--- src/rtl/chan_packetizer.sv ---
module chan_packetizer #(
  parameter int CNT_W = 12,
  parameter logic [CNT_W-1:0] SAMPLES_RST = 4,
  parameter logic [31:0] CHAN_RST = 32'h0
) (
  input  logic        clk,
  input  logic        rst_n,
  input  logic        ser_data,
  input  logic        ser_frame,
  input  logic        sync_en,
  input  logic        sync_strobe,
  input  logic [31:0] timestamp,
  input  logic        cfg_we,
  input  logic [2:0]  cfg_sel,
  input  logic [31:0] cfg_wdata,
  input  logic        fifo_full,
  output logic        fifo_wr,
  output logic [31:0] fifo_data,
  output logic        pkt_ready,
  output logic        overrun,
  output logic [31:0] route_code,
  output logic [31:0] route_addr
);
  localparam logic [CNT_W-1:0] ONE = 1;
  localparam logic [31:0] SYNC_A = 32'hA5A5A5A5;
  localparam logic [31:0] SYNC_B = 32'h5A5A5A5A;

  typedef enum logic [2:0] {IDLE, H_ID, H_BLK, H_TS, H_S0, BODY} st_t;

  st_t st;
  logic [31:0] sh, hold, ts_q, chan_id, blk;
  logic [5:0]  bitc;
  logic [1:0]  sync_left;
  logic [CNT_W-1:0] idx, nsamp;
  logic        emit, done, done_d;
  logic [31:0] wdat;

  wire samp_vld = (bitc == 6'd32);
  wire [31:0] word = (sync_left == 2'd2) ? SYNC_A :
                     (sync_left == 2'd1) ? SYNC_B : sh;

  always_ff @(posedge clk) begin
    if (!rst_n) begin
      sh <= '0;
      bitc <= '0;
    end else if (ser_frame) begin
      sh <= {31'b0, ser_data};
      bitc <= 6'd1;
    end else if (bitc != 6'd0 && bitc < 6'd32) begin
      sh <= {sh[30:0], ser_data};
      bitc <= bitc + 6'd1;
    end else begin
      bitc <= '0;
    end
  end

  always_ff @(posedge clk) begin
    if (!rst_n) sync_left <= '0;
    else if (sync_en && sync_strobe) sync_left <= 2'd2;
    else if (samp_vld && sync_left != 2'd0) sync_left <= sync_left - 2'd1;
  end

  always_ff @(posedge clk) begin
    if (!rst_n) begin
      chan_id <= CHAN_RST;
      nsamp <= SAMPLES_RST;
      route_code <= '0;
      route_addr <= '0;
    end else if (cfg_we) begin
      case (cfg_sel)
        3'd0: chan_id <= cfg_wdata;
        3'd2: nsamp <= cfg_wdata[CNT_W-1:0];
        3'd3: route_code <= cfg_wdata;
        3'd4: route_addr <= cfg_wdata;
        default: ;
      endcase
    end
  end

  always_ff @(posedge clk) begin
    if (!rst_n) blk <= '0;
    else if (cfg_we && cfg_sel == 3'd1) blk <= cfg_wdata;
    else if (done) blk <= blk + 32'd1;
  end

  assign done = (st == H_S0 && idx == nsamp) ||
                (st == BODY && samp_vld && (idx + ONE) == nsamp);

  always_comb begin
    emit = 1'b1;
    wdat = word;
    case (st)
      H_ID:  wdat = chan_id;
      H_BLK: wdat = blk;
      H_TS:  wdat = ts_q;
      H_S0:  wdat = hold;
      BODY:  emit = samp_vld;
      default: emit = 1'b0;
    endcase
  end

  always_ff @(posedge clk) begin
    if (!rst_n) begin
      st <= IDLE;
      idx <= '0;
      hold <= '0;
      ts_q <= '0;
    end else begin
      case (st)
        IDLE: if (samp_vld) begin
          st <= H_ID;
          idx <= ONE;
          hold <= word;
          ts_q <= timestamp;
        end
        H_ID:  st <= H_BLK;
        H_BLK: st <= H_TS;
        H_TS:  st <= H_S0;
        H_S0:  st <= done ? IDLE : BODY;
        BODY: if (samp_vld) begin
          idx <= idx + ONE;
          if (done) st <= IDLE;
        end
        default: st <= IDLE;
      endcase
    end
  end

  always_ff @(posedge clk) begin
    if (!rst_n) begin
      fifo_wr <= 1'b0;
      fifo_data <= '0;
      overrun <= 1'b0;
      done_d <= 1'b0;
      pkt_ready <= 1'b0;
    end else begin
      fifo_wr <= emit && !fifo_full;
      if (emit) fifo_data <= wdat;
      overrun <= overrun || (emit && fifo_full);
      done_d <= done;
      pkt_ready <= done_d;
    end
  end
endmodule

--- config.mk ---
export PLATFORM = sky130hd
export DESIGN_NAME = chan_packetizer
export DESIGN_NICKNAME = d
export VERILOG_FILES = /design/src/rtl/chan_packetizer.sv
export SDC_FILE = /design/constraint.sdc
export NUM_CORES = 1
export LEC_CHECK = 0
export BUFFER_PORTS_ARGS = -buffer_cell sky130_fd_sc_hd__buf_2
export CELL_PAD_IN_SITES_DETAIL_PLACEMENT = 1
export CELL_PAD_IN_SITES_GLOBAL_PLACEMENT = 2
export CORE_AREA = 2 2 209 211
export DETAILED_ROUTE_END_ITERATION = 8
export DIE_AREA = 0 0 211 213
export PLACE_DENSITY = 0.82
export SLEW_MARGIN = 25
export SYNTH_ARGS = -nofsm -noshare
export SYNTH_HDL_FRONTEND = slang
export SYNTH_SLANG_ARGS = --single-unit
--- constraint.sdc ---
create_clock -name clk -period 2.65 [get_ports clk]
set_clock_uncertainty 0.15 [all_clocks]
set_input_delay 0.265 -clock clk [delete_from_list [all_inputs] [get_ports clk]]
set_output_delay 0.265 -clock clk [all_outputs]
set_load 0.005 [all_outputs]
==> flow_summary.json, run 1 <==
{
  "grt_usage_pct": 21.37,
  "area_growth_pct": 31.32,
  "grt_antenna_before_repair": 3,
  "ys_ff_latch": 295,
  "vias": 12870,
  "ir_worst_vdd_mv": 0.3634,
  "holdWs_ns": 0.1371,
  "finalWorstSetupSlack_ns": 0.05713,
  "critPathMaxStageDelay_ns": 0.37,
  "yosysMostFrequentCell": "nand2_1",
  "ys_seq_area_share_pct": 46.52,
  "drt_iter0_drc": 678,
  "slew_headroom_pct": 57.20,
  "syn_area_per_cell_um2": 7.741,
  "hpwl_mm": 32.67,
  "p_leak_nw": 6.050,
  "cp_slowest_cell": "or3_4",
  "rows": 76,
  "wl_per_cell_um": 20.28,
  "yosys.area.top_type": "dfxtp_1",
  "synth_edf_count": 0,
  "synth_commonest_cells": "nand2_1, dfxtp_1, a21oi_1",
  "crit_path_max_fanout": 11,
  "drv_cap": 0,
  "gr-total-overflow": 0,
  "final_hold_viol_count": 0,
  "clk_pin_slew_ns": 0.06,
  "ys_types": 48,
  "r2r_slack_ns": 0.06,
  "ys_warn_count": 0,
  "route.detailed.drc": 0,
  "ant_nets": 0,
  "drv_slew": 0,
  "critPathLaunchType": "register",
  "period_share_pct": 97.84,
  "die_w_um": 211,
  "cp_data_required_time_ns": 2.92,
  "p_per_area_mw_per_mm2": 606.6,
  "ctsRootBufferMaster": "clkbuf_16",
  "die_h_um": 213,
  "synthCells": 1640,
  "hold_path_class": "input pin to register",
  "cp.arrival_ns": 2.86,
  "wl_mm": 49.33,
  "start_util_pct": 29.74,
  "gp_congestion": 0.8621,
  "min_period_ns": 2.593,
  "dr.pass1.iters": 7,
  "cts_tree": "done",
  "grt_start_max_net_pins": 82,
  "synthTopCellsByArea": "dfxtp_1, nand2_1, a21oi_1",
  "worst_slew_pin_slew_ns": 0.6419,
  "critPathBufInv": 3,
  "grt_pass1_wl_mm": 75.51,
  "cts_buffer_depth": 3,
  "place_ws_ns": -0.1230,
  "clkLatencyLatePin_ns": 0.53,
  "htree_levels": 2,
  "crit_path_cell_trace": "ha_4 > nand4_1 > or3_4 > a2111oi_4 > nand3_2 > o31ai_4 > buf_6 > buf_12 > buf_12 > and4_1 > nor3_2",
  "cp-end-kind": "register",
  "cts_sinks": 295,
  "synthDominantCellAreaShare_pct": 46.52,
  "path_class": "register to register",
  "synth_area_mm2": 0.01270,
  "fp.coreArea_mm2": 0.04270,
  "cts_buffers": 35,
  "outcome": "completed",
  "drive_gt1_share_pct": 18.83,
  "pin_count": 174,
  "syn-num-nets": 1722,
  "io_buffers": 173,
  "final_nets": 1944,
  "cp_common_cell": "buf_12",
  "setup_violations": 0,
  "yosys_most_used_dff": "dfxtp_1",
  "fmax_mhz": 385.7,
  "grt_pass1_vias": 12960,
  "cp_top_family": "simple AND/OR/NAND/NOR gates",
  "synthArstFlopShare_pct": 0,
  "dieArea_mm2": 0.04494,
  "rsz0062_at_grt": "yes",
  "viasPerCell": 5.290
}
[flip-flops by register name, summed over array words and instances (netlist names), 6 cells and up]
name and cells:
hold 32, bitc 6, fifo_data 32, ts_q 32
chan_id 32, route_code 32, idx 12, route_addr 32
blk 32, nsamp 12, sh 32
[worst reg2reg max path, cell delays in order (launching register included)]
cell,delay [ns]
dfxtp_4,0.35
ha_4,0.13
nand4_1,0.11
or3_4,0.37
a2111oi_4,0.32
nand3_2,0.13
o31ai_4,0.28
buf_6,0.15
buf_12,0.13
buf_12,0.13
and4_1,0.20
nor3_2,0.05
[kinds of logic (layout without fill, tap and decap cells)]
logic type / Yosys count / count (layout) / share of synthesized area [%]
compound gates: 462 / 462 / 21.22
xor+xnor: 32 / 32 / 2.208
mux: 3 / 3 / 0.2365
buf+inv: 151 / 396 / 4.661
other cells: 0 / 1 / 0
flops: 295 / 295 / 46.52
fa+ha+maj: 7 / 7 / 0.6898
simple gates: 690 / 690 / 24.47
[through the flow]
step	TNS, ns	cell area [µm²]	instances	total power, mW	util, %
2_1_floorplan	0	12730	1640	4.864	-
4_1_cts	-0.02355	16420	2427	10.21	38.47
3_3_place_gp	-0.09359	14410	2291	5.110	33.76
5_1_grt	-1.555	16670	2431	10.48	39.04
3_5_place_dp	-0.9901	14410	2291	5.122	33.76
6_report	0	16670	2432	10.11	39.05
[layout make-up]
cell class	count	area (µm²)
repair buffers	321	2410
flip-flops and latches	295	5918
multi-input cells	1194	6419
clock buffers	52	1064
clock inverters	8	115.1
inverters	15	61.31
fillers	5105	26020
diodes	1	2.502
well taps	546	683.2
[layout by cell type, fill, tap and decap left out, types with 6 or more instances in the layout]
master | netlist | routed
nor3_1 | 63 | 57
xnor2_1 | 15 | 11
and2_1 | 7 | 7
a22oi_1 | 64 | 64
buf_12 | 0 | 11
a31oi_1 | 43 | 43
dlygate4sd3_1 | 0 | 72
nor2b_1 | 14 | 14
buf_6 | 2 | 6
clkbuf_1 | 127 | 8
dfxtp_1 | 295 | 289
nand4_1 | 10 | 10
nor2_1 | 101 | 98
and3_1 | 10 | 10
o31ai_1 | 12 | 12
clkbuf_16 | 0 | 41
o21ai_0 | 78 | 77
and4_1 | 24 | 24
nor3_2 | 0 | 6
xor2_1 | 17 | 15
buf_4 | 2 | 54
nand3_1 | 27 | 25
nand2_1 | 394 | 394
a311oi_1 | 6 | 6
a211oi_1 | 23 | 18
a21oi_1 | 224 | 224
inv_1 | 15 | 12
buf_2 | 1 | 173
clkbuf_8 | 0 | 6
[per-layer routing]
layer	GRT usage, %	vias up	part of all wire [%]
met1	29.80	6344	47
met4	5.585	2	2.1
li1	-	6139	-
met5	0	-	0.026
met2	34.13	312	45
met3	3.677	69	5.3
[power breakdown]
group | internal (mW) | switching [mW]
Sequential | 4.49 | 0.0592
Clock | 3.06 | 1.93
Combinational | 0.226 | 0.345
[timing repair]
| item | in CTS | in global routing |
|---|---|---|
| endpoints found under the hold margin | 168 | 0 |
| pin swaps | 2 | 21 |
| resized for setup | 6 | 32 |
| endpoints found under the setup margin | 15 | 45 |
| buffers inserted | 2 | 1 |
| gates cloned | 2 | 3 |
| hold buffers | 72 | 0 |
[final timing paths]
kind | from | depth (start not counted) | end
worst max-delay path | idx[1]$_SDFFE_PN0P_ | 11 | blk[17]$_SDFFE_PN0P_
worst min-delay path | cfg_sel[0] | 5 | nsamp[8]$_SDFFE_PN0P_
worst max register to register | idx[1]$_SDFFE_PN0P_ | 11 | blk[17]$_SDFFE_PN0P_
worst min register to register | route_addr[1]$_SDFFE_PN0P_ | 2 | route_addr[1]$_SDFFE_PN0P_
Power figures use the tool's default switching activity.
==> inputs of run 2 (changes only) <==
==> constraint.sdc (replaced) <==
create_clock -name clk -period 2.65 [get_ports clk]
set_clock_uncertainty 0.15 [all_clocks]
set_input_delay 0.1325 -clock clk [delete_from_list [all_inputs] [get_ports clk]]
set_output_delay 0.1325 -clock clk [all_outputs]
set_load 0.005 [all_outputs]
==> run 2 against run 1 <==
Effect of this change:
- wire length fell by 0.83%
- register-to-register slack worse by 0.02 ns
- sequential share of layout area down 0.13 points
- non-clock buffer count rose by 7
- clock-buffer cell count down 5
- flip-flop and latch count is the same
- clock power rose by 9.0%
- fmax down 0.65%
- hold slack got worse by 0.030 ns
- via count grew 0.61%
- sequential power about the same
- critical path type unchanged
- largest power group unchanged
- highest routed layer unchanged
==> flow_summary.json, run 2 (synthesis results as in run 1) <==
{
  "ir_worst_vdd_mv": 0.3539,
  "crit_path_max_fanout": 9,
  "cp-end-kind": "register",
  "regToRegEndpoint": "blk[10]$_SDFFE_PN0P_",
  "holdPathEnd": "nsamp[10]$_SDFFE_PN0P_",
  "vias": 12940,
  "drv_slew": 0,
  "drv_cap": 0,
  "fmax_mhz": 383.2,
  "p_clk_share_pct": 51.5,
  "p_per_area_mw_per_mm2": 630.9,
  "path_class": "register to register",
  "grt_pass1_vias": 13050,
  "clk_pin_slew_ns": 0.06,
  "min_period_ns": 2.610,
  "die_h_um": 213,
  "p_seq_share_pct": 43.1,
  "switching_share_pct": 22.85,
  "r2r_slack_ns": 0.04,
  "cts_sinks": 295,
  "ctsRootBufferMaster": "clkbuf_16",
  "cts_buffers": 35,
  "worstHoldStart": "cfg_sel[2]",
  "power_mw": 10.56,
  "p_sw_mw": 2.413,
  "rows": 76,
  "ant_nets": 0,
  "cp_data_required_time_ns": 2.92,
  "final_nets": 1951,
  "drive_gt1_share_pct": 18.90,
  "pin_count": 174,
  "htree_levels": 2,
  "fill_cells": 5013,
  "setup_violations": 0,
  "wl_mm": 48.92,
  "clkLatencyLatePin_ns": 0.55,
  "fp.coreArea_mm2": 0.04270,
  "gp_congestion": 0.8546,
  "cts_tree": "done",
  "viasPerCell": 5.303,
  "area_growth_pct": 31.84,
  "internal_power_mw": 8.147,
  "grt_antenna_before_repair": 2,
  "route.detailed.drc": 0,
  "dieArea_mm2": 0.04494,
  "worst_slew_pin_slew_ns": 0.6473,
  "p_leak_nw": 6.108,
  "final_hold_viol_count": 0,
  "period_share_pct": 98.49,
  "cp.arrival_ns": 2.88,
  "setup_tns_ns": 0,
  "outcome": "completed",
  "layout_common_cells": "nand2_1, dfxtp_1, a21oi_1, buf_2, nor2_1",
  "gr-total-overflow": 0,
  "dr.pass1.iters": 5,
  "slew_headroom_pct": 56.85,
  "final_common_cell": "nand2_1",
  "r2r_start": "idx[1]$_SDFFE_PN0P_",
  "min_path_cells": 7,
  "cts_buffer_depth": 3,
  "power_frac_comb_pct": 5.4,
  "wl_per_cell_um": 20.04,
  "die_w_um": 211,
  "grt_pass1_wl_mm": 74.88,
  "hold_path_class": "input pin to register",
  "start_util_pct": 29.74,
  "io_buffers": 173,
  "grt_start_max_net_pins": 76,
  "grt_usage_pct": 21.20,
  "drt_iter0_drc": 840,
  "worstRegToRegCells": 11,
  "rsz0062_at_grt": "yes",
  "hpwl_mm": 32.58,
  "critPathLaunchType": "register"
}
run 2: cell count changes in the layout (fill, tap and decap cells not counted), moves of 2 or more:
cell | before | now
buf_4 | 54 | 62
xnor2_2 | 4 | 1
a211oi_1 | 18 | 22
buf_12 | 11 | 9
xnor2_1 | 11 | 14
a211oi_2 | 5 | 1
nor3_2 | 6 | 4
nor3_1 | 57 | 59
bufinv_16 | 3 | 7
clkbuf_1 | 8 | 3
dlygate4sd3_1 | 72 | 74
run 2: layout make-up:
class | count | area, µm² | share of cell area (%)
diodes | 1 | 2.502 | 0.01495
inverters | 15 | 61.31 | 0.3663
clock inverters | 15 | 269.0 | 1.607
clock buffers | 47 | 1033 | 6.174
multi-input cells | 1194 | 6331 | 37.82
repair buffers | 328 | 2439 | 14.57
flip-flops and latches | 295 | 5919 | 35.36
well taps | 546 | 683.2 | 4.081
run 2: power groups by stage:
| stage | logic (mW) | registers [mW] | clock network, mW |
|---|---|---|---|
| after floorplan | 0.240 | 4.62 | 0 |
| after global placement | 0.474 | 4.64 | 0 |
| after detailed placement | 0.485 | 4.64 | 0 |
| after CTS | 0.572 | 4.55 | 5.58 |
| after global routing | 0.626 | 4.55 | 5.75 |
| final | 0.571 | 4.55 | 5.44 |
run 2: worst max path at each step:
| stage | startpoint | to | slack, ns | cells after the start |
|---|---|---|---|---|
| after floorplan | bitc[0]$_SDFF_PN0_ | blk[17]$_SDFFE_PN0P_ | 0.02 | 10 |
| after global placement | idx[1]$_SDFFE_PN0P_ | blk[22]$_SDFFE_PN0P_ | 0.0003 | 10 |
| after detailed placement | idx[1]$_SDFFE_PN0P_ | blk[28]$_SDFFE_PN0P_ | -0.07 | 10 |
| after CTS | bitc[0]$_SDFF_PN0_ | st[0]$_SDFFE_PN0P_ | 0.008 | 11 |
| after global routing | idx[1]$_SDFFE_PN0P_ | blk[23]$_SDFFE_PN0P_ | -0.07 | 11 |
| final | idx[1]$_SDFFE_PN0P_ | blk[10]$_SDFFE_PN0P_ | 0.04 | 11 |
run 2: worst max-delay path, stage by stage (launching register included):
cell and delay, ns:
dfxtp_4 0.36, ha_4 0.13, nand4_1 0.11, buf_4 0.18, or3_4 0.35, nor3_2 0.15
nor3_2 0.09, o31ai_4 0.37, buf_12 0.19, buf_4 0.12, and4_1 0.21, nor3_1 0.07
run 2: repair_timing:
item	4_1_cts	5_1_grt
resized for setup	2	22
hold buffers	74	0
pin swaps	1	12
endpoints found under the setup margin	14	42
setup buffers	1	6
cloned	1	4
endpoints found under the hold margin	190	0
run 2: layer usage:
| layer | vias up | wire length (µm) | GRT usage (%) |
|---|---|---|---|
| li1 | 6151 | - | - |
| met1 | 6390 | 22650 | 29.32 |
| met2 | 331 | 22410 | 34.03 |
| met3 | 70 | 2686 | 3.618 |
| met4 | 2 | 1168 | 5.828 |
| met5 | - | 11 | 0 |
run 2: per-stage QoR:
step	hold WS [ns]	cells	area, µm²	utilization [%]	worst slack [ns]
finish	0.1066	2441	16740	39.20	0.04013
global route	0.1380	2440	16740	39.20	-0.07480
CTS	0.08501	2430	16500	38.66	0.008416
detailed placement	0.1830	2292	14420	33.78	-0.06653
global placement	0.1732	2292	14420	33.78	0.0002891
floorplan	0.06097	1640	12730	-	0.01642
